`src/rtl/eoi_trk_pkg.sv`:
```
package eoi_trk_pkg;

  // Cause of the next-state update of the pending state.
  typedef enum logic [1:0] {
    UPD_HOLD  = 2'd0,
    UPD_EOI   = 2'd1,
    UPD_LOAD  = 2'd2,
    UPD_CLEAR = 2'd3
  } upd_cause_e;

  function automatic int unsigned id_width(input int unsigned n);
    return (n > 1) ? $clog2(n) : 1;
  endfunction

endpackage

```
`src/rtl/eoi_trk_vec_bank.sv`:
```
module eoi_trk_vec_bank #(
  parameter int unsigned NUM_DEST = 16,
  parameter int unsigned VEC_W    = 8,
  parameter int unsigned ID_W     = 4
) (
  input  logic                clk,
  input  logic                rst_n,
  input  logic [NUM_DEST-1:0] wr_en,
  input  logic [VEC_W-1:0]    wr_vec,
  input  logic [ID_W-1:0]     rd_idx,
  output logic [VEC_W-1:0]    rd_vec
);

  localparam int unsigned FLAT_W = NUM_DEST * VEC_W;

  logic [FLAT_W-1:0] slots_flat;

  for (genvar g = 0; g < NUM_DEST; g++) begin : g_slot
    logic [VEC_W-1:0] slot_q;
    logic [VEC_W-1:0] slot_d;

    always_comb begin
      slot_d = slot_q;
      if (wr_en[g]) begin
        slot_d = wr_vec;
      end
    end

    always_ff @(posedge clk or negedge rst_n) begin
      if (!rst_n) begin
        slot_q <= '0;
      end else if (wr_en[g]) begin
        slot_q <= slot_d;
      end
    end

    assign slots_flat[g*VEC_W +: VEC_W] = slot_q;
  end

  always_comb begin
    rd_vec = '0;
    for (int i = 0; i < NUM_DEST; i++) begin
      if (rd_idx == ID_W'(i)) begin
        rd_vec = slots_flat[i*VEC_W +: VEC_W];
      end
    end
  end

endmodule

```
`src/rtl/eoi_trk_match.sv`:
```
module eoi_trk_match #(
  parameter int unsigned NUM_DEST = 16,
  parameter int unsigned VEC_W    = 8,
  parameter int unsigned ID_W     = 4
) (
  input  logic                eoi_valid,
  input  logic [ID_W-1:0]     eoi_dest,
  input  logic [VEC_W-1:0]    eoi_vec,
  input  logic [NUM_DEST-1:0] map_q,
  input  logic [VEC_W-1:0]    stored_vec,
  output logic                hit,
  output logic [NUM_DEST-1:0] hit_onehot
);

  logic in_range;
  logic bit_set;

  always_comb begin
    in_range = (int'(eoi_dest) < int'(NUM_DEST));
    bit_set  = 1'b0;
    for (int i = 0; i < NUM_DEST; i++) begin
      if (eoi_dest == ID_W'(i)) begin
        bit_set = map_q[i];
      end
    end
    hit = eoi_valid && in_range && bit_set && (stored_vec == eoi_vec);
  end

  for (genvar g = 0; g < NUM_DEST; g++) begin : g_sel
    assign hit_onehot[g] = hit && (eoi_dest == ID_W'(g));
  end

endmodule

```
`src/rtl/eoi_trk_state.sv`:
```
module eoi_trk_state
  import eoi_trk_pkg::*;
#(
  parameter int unsigned NUM_DEST = 16,
  parameter int unsigned CNT_W    = 5
) (
  input  logic                clk,
  input  logic                rst_n,
  input  logic                clr,
  input  logic                hit,
  input  logic [NUM_DEST-1:0] hit_onehot,
  input  logic                dlv_valid,
  input  logic [NUM_DEST-1:0] dlv_mask,
  output logic                load_en,
  output logic [NUM_DEST-1:0] map_q,
  output logic [CNT_W-1:0]    cnt_q,
  output logic                err_q
);

  upd_cause_e          cause;
  logic [NUM_DEST-1:0] map_eoi;
  logic [CNT_W-1:0]    cnt_eoi;
  logic                underflow;
  logic [NUM_DEST-1:0] map_d;
  logic [CNT_W-1:0]    cnt_d;
  logic                err_d;
  logic                state_en;

  // EOI is resolved before any delivery of the same cycle.
  always_comb begin
    map_eoi   = map_q & ~hit_onehot;
    underflow = hit && (cnt_q == '0);
    if (!hit) begin
      cnt_eoi = cnt_q;
    end else if (underflow) begin
      cnt_eoi = CNT_W'($countones(map_eoi));
    end else begin
      cnt_eoi = cnt_q - CNT_W'(1);
    end
    load_en = dlv_valid && !clr && (cnt_eoi == '0);

    if (clr) begin
      cause = UPD_CLEAR;
    end else if (load_en) begin
      cause = UPD_LOAD;
    end else if (hit) begin
      cause = UPD_EOI;
    end else begin
      cause = UPD_HOLD;
    end
  end

  always_comb begin
    map_d = map_q;
    cnt_d = cnt_q;
    err_d = err_q;
    unique case (cause)
      UPD_CLEAR: begin
        map_d = '0;
        cnt_d = '0;
        err_d = 1'b0;
      end
      UPD_LOAD: begin
        map_d = map_eoi | dlv_mask;
        cnt_d = CNT_W'($countones(map_eoi | dlv_mask));
        err_d = err_q | underflow;
      end
      UPD_EOI: begin
        map_d = map_eoi;
        cnt_d = cnt_eoi;
        err_d = err_q | underflow;
      end
      default: begin
        map_d = map_q;
        cnt_d = cnt_q;
        err_d = err_q;
      end
    endcase
    state_en = (cause != UPD_HOLD);
  end

  always_ff @(posedge clk or negedge rst_n) begin
    if (!rst_n) begin
      map_q <= '0;
      cnt_q <= '0;
      err_q <= 1'b0;
    end else if (state_en) begin
      map_q <= map_d;
      cnt_q <= cnt_d;
      err_q <= err_d;
    end
  end

endmodule

```
`src/rtl/eoi_coalesce_tracker.sv`:
```
module eoi_coalesce_tracker #(
  parameter int unsigned NUM_DEST = 16,
  parameter int unsigned VEC_W    = 8,
  parameter int unsigned ID_W     = eoi_trk_pkg::id_width(NUM_DEST),
  parameter int unsigned CNT_W    = $clog2(NUM_DEST + 1)
) (
  input  logic                clk,
  input  logic                rst_n,
  input  logic                clr_i,
  input  logic                dlv_valid_i,
  input  logic [NUM_DEST-1:0] dlv_mask_i,
  input  logic [VEC_W-1:0]    dlv_vec_i,
  input  logic                eoi_valid_i,
  input  logic [ID_W-1:0]     eoi_dest_i,
  input  logic [VEC_W-1:0]    eoi_vec_i,
  input  logic                req_i,
  output logic                coalesced_o,
  output logic [CNT_W-1:0]    pend_cnt_o,
  output logic [NUM_DEST-1:0] pend_map_o,
  output logic                err_o
);

  logic [VEC_W-1:0]    stored_vec;
  logic                hit;
  logic [NUM_DEST-1:0] hit_onehot;
  logic                load_en;
  logic [NUM_DEST-1:0] map_q;
  logic [CNT_W-1:0]    cnt_q;
  logic                err_q;
  logic [NUM_DEST-1:0] vec_wr_en;

  assign vec_wr_en = load_en ? dlv_mask_i : '0;

  eoi_trk_vec_bank #(
    .NUM_DEST (NUM_DEST),
    .VEC_W    (VEC_W),
    .ID_W     (ID_W)
  ) u_vec_bank (
    .clk    (clk),
    .rst_n  (rst_n),
    .wr_en  (vec_wr_en),
    .wr_vec (dlv_vec_i),
    .rd_idx (eoi_dest_i),
    .rd_vec (stored_vec)
  );

  eoi_trk_match #(
    .NUM_DEST (NUM_DEST),
    .VEC_W    (VEC_W),
    .ID_W     (ID_W)
  ) u_match (
    .eoi_valid  (eoi_valid_i),
    .eoi_dest   (eoi_dest_i),
    .eoi_vec    (eoi_vec_i),
    .map_q      (map_q),
    .stored_vec (stored_vec),
    .hit        (hit),
    .hit_onehot (hit_onehot)
  );

  eoi_trk_state #(
    .NUM_DEST (NUM_DEST),
    .CNT_W    (CNT_W)
  ) u_state (
    .clk        (clk),
    .rst_n      (rst_n),
    .clr        (clr_i),
    .hit        (hit),
    .hit_onehot (hit_onehot),
    .dlv_valid  (dlv_valid_i),
    .dlv_mask   (dlv_mask_i),
    .load_en    (load_en),
    .map_q      (map_q),
    .cnt_q      (cnt_q),
    .err_q      (err_q)
  );

  assign coalesced_o = req_i && (cnt_q != '0);
  assign pend_cnt_o  = cnt_q;
  assign pend_map_o  = map_q;
  assign err_o       = err_q;

endmodule

```
`config.mk`:
```
export PLATFORM = sky130hd
export DESIGN_NAME = eoi_coalesce_tracker
export DESIGN_NICKNAME = d
export VERILOG_FILES = /design/src/rtl/eoi_trk_pkg.sv /design/src/rtl/eoi_trk_vec_bank.sv /design/src/rtl/eoi_trk_match.sv /design/src/rtl/eoi_trk_state.sv /design/src/rtl/eoi_coalesce_tracker.sv
export SDC_FILE = /design/constraint.sdc
export NUM_CORES = 1
export LEC_CHECK = 0
export ABC_CLOCK_PERIOD_IN_PS = 11700
export BUFFER_PORTS_ARGS = -buffer_cell sky130_fd_sc_hd__buf_2
export CELL_PAD_IN_SITES_DETAIL_PLACEMENT = 1
export CELL_PAD_IN_SITES_GLOBAL_PLACEMENT = 2
export CORE_ASPECT_RATIO = 1.4
export CORE_MARGIN = 4
export CORE_UTILIZATION = 42
export DETAILED_ROUTE_END_ITERATION = 6
export HOLD_SLACK_MARGIN = 0.03
export PLACE_DENSITY_LB_ADDON = 0.1
export SETUP_SLACK_MARGIN = 0.2
export SLEW_MARGIN = 20
export SYNTH_ARGS = -nofsm -noshare
export SYNTH_HDL_FRONTEND = slang
export SYNTH_SLANG_ARGS = --single-unit
```
`constraint.sdc`:
```
create_clock -name clk -period 11.7 [get_ports clk]
set_clock_uncertainty 0.05 [all_clocks]
set_input_delay 0 -clock clk [delete_from_list [all_inputs] [get_ports clk]]
set_output_delay 0 -clock clk [all_outputs]
set_load 0.01 [all_outputs]
```
==> reports/qor.yml <==
setup_path:
  cp_num_buf_inv: 12
  r2r_end: "u_state.map_q[4]"
  path_class: "in2reg"
  crit_fanout: 40
  rr_worst_depth: 36
  worstPathRequired_ns: 11.97
  cp.arrival_ns: 9.87
  worstSetupStartpointType: "primary input"
  r2r_start: "u_vec_bank.g_slot[7].slot_q[3]"
  cpMostUsedCell: "inv_1"
  crit_family: "adder cells"
  r2r_slack_ns: 2.59
  cp_slowest_cell: "buf_2"
  end_kind: "register"
  critPathMaxStageDelay_ns: 0.68
final_layout:
  instances_no_fill: 1211
  area.growth.synth_to_final_pct: 13.1
  fin_area_mm2: 0.0109
  final_cell_mix: "dfrtp_1, mux2_4, inv_1, mux2_2, buf_2"
  mostFrequentLayoutCell: "dfrtp_1"
  diodes: 0
  nets: 992
  nFillCells: 2468
  drive_above_1_share_pct: 30.1
power:
  powerDensity_mw_per_mm2: 228
  p_total_mw: 2.50
  power_leakage_nw: 5.11
  vdd_drop_max_uv: 145
global_route:
  overflow: 0
  grt_pass1_vias: 7953
  antenna_found_initial: 0
  grt_start_max_net_pins: 96
  grt_pass1_wl_um: 48500
  grt.total_usage_pct: 25.3
yosys:
  ys_seq_area_share_pct: 38.8
  yosys-top-cells-area: "dfrtp_1, mux2_4, mux2_2, fa_1, ha_1"
  ys.flop_type: "dfrtp_1"
  synth_edf_count: 0
  netlist_area_mm2: 0.00967
  yosys.area.top_type: "dfrtp_1"
  synth.ff_latch_count: 150
  synth.distinct_cells: 84
  yosys.area.top_type_share_pct: 38.8
  synth_nets: 930
  synth_area_per_cell_um2: 11.6
  ys_warn_count: 0
  synthCells: 836
  async_reset_ff_share_pct: 100
timing:
  max_freq_mhz: 104
  hold_viol: 0
  setup_tns_ns: 0
  period_needed_ns: 9.59
  rsz0062_at_grt: "no"
  whs_ns: 0.0577
  report.final.slew_viol_count: 0
  max-slew-margin-rel_pct: 37.2
  tightest_slew_ns: 0.942
  finalCritPeriodShare_pct: 82.0
  setup_viol: 0
route:
  antenna_left: 0
  drt_iter0_drc: 317
  viasPerCell: 5.81
  via_count: 7034
  drt_first_pass_iters: 6
  post_drt_wl_per_cell_um: 25.7
  drt_wl_total_um: 31100
  drc: 0
worst_hold_path:
  hold_class: "in2reg"
  whs_path_depth: 2
  holdPathEnd: "u_vec_bank.g_slot[1].slot_q[0]"
  min-delay-start: "dlv_vec_i[0]"
clock_network:
  cts_tree: "yes"
  cts_setup_buffers: 0
  clkSinkCount: 150
  hold_buffers: 17
  cts_resized: 0
  clockBufferDepth: 2
  root_buffer: "clkbuf_16"
  clk_pin_slew_ns: 0.06
  cts_buffers: 17
  cts.htree.levels: 4
  clk_latency_ns: 0.44
floorplanning:
  core_area_mm2: 0.0226
  dieHeight_um: 188
  io_pins: 65
  initial_utilization_pct: 42.8
  rows: 65
  fp.dieW_um: 136
  die-area_mm2: 0.0256
placement:
  portBuffers: 64
  hpwl_um: 22800
  gp_routability_congestion: 0.911
  dp_cells: 1163
  dpl-instance-area_mm2: 0.0102
job:
  cap_violations: 0
outcome:
  status: "finished clean"
## synth_stat cells, types with 5 or more instances
master	count
o32ai_1	5
or2_2	7
clkbuf_1	19
nand3_4	9
o22ai_1	8
a22o_1	13
buf_4	5
a21o_1	8
nand3b_1	5
nand2b_1	19
mux2i_1	27
a21oi_1	30
buf_6	11
o31ai_1	10
a211oi_1	5
fa_1	22
ha_1	30
nor2_1	31
nor3_1	8
nand3_2	7
mux2_2	63
o21ai_0	32
inv_1	64
buf_2	11
o31a_1	5
nor2b_1	6
dfrtp_1	150
mux2_4	72
and3_1	5
nand2_1	23
nand3_1	17
## worst max path at each step
stage,startpoint,slack (ns),endpoint,depth (start not counted)
CTS,eoi_dest_i[1],2.14,u_state.map_q[4],38
global placement,eoi_dest_i[1],1.99,u_state.map_q[7],38
global route,eoi_dest_i[1],1.49,u_state.map_q[0],38
floorplan,u_vec_bank.g_slot[11].slot_q[0],3.57,u_state.map_q[4],34
detailed placement,eoi_dest_i[1],1.71,u_state.map_q[4],38
finish,eoi_dest_i[1],2.11,u_state.map_q[4],38
## cells by family after synthesis
logic type | Yosys count | synth area share, %
fa+ha+maj | 52 | 8.43
simple gates | 170 | 11.2
mux | 166 | 22.1
buf+inv | 114 | 5.78
flops | 150 | 38.8
compound gates | 176 | 12.9
xor+xnor | 8 | 0.724
## power by group
part | switching, mW | internal (mW)
registers | 0.161 | 0.757
logic | 0.470 | 0.526
clock network | 0.220 | 0.365
total | 0.851 | 1.65
## sequential cells by signal, indices dropped and copies added (netlist names)
register,flops
u_state.err_q,1
u_vec_bank.g_slot.slot_q,128
u_state.cnt_q,5
u_state.map_q,16
## metrics by stage
stage / worst slack [ns] / util (%)
final: 2.11 / 48.4
after global routing: 1.49 / 48.4
after CTS: 2.14 / 48.4
after detailed placement: 1.71 / 44.9
after global placement: 1.99 / 44.9
after floorplan: 3.57 / -
## layer usage
layer / global-route usage, % / routed length (µm)
met5: 0 / 0
met4: 11.2 / 1260
met3: 3.30 / 763
met2: 44.8 / 16600
met1: 30.4 / 12500
## final cells by class
class / count / area, µm² / area share, %
multi-input combinational: 572 / 5370 / 49.1
sequential: 150 / 3750 / 34.3
timing repair buffer: 92 / 579 / 5.30
clock buffer: 21 / 460 / 4.21
tap: 301 / 377 / 3.44
inverter: 65 / 244 / 2.23
clock inverter: 10 / 153 / 1.40
Note: power is estimated with default switching activity, not from simulation.
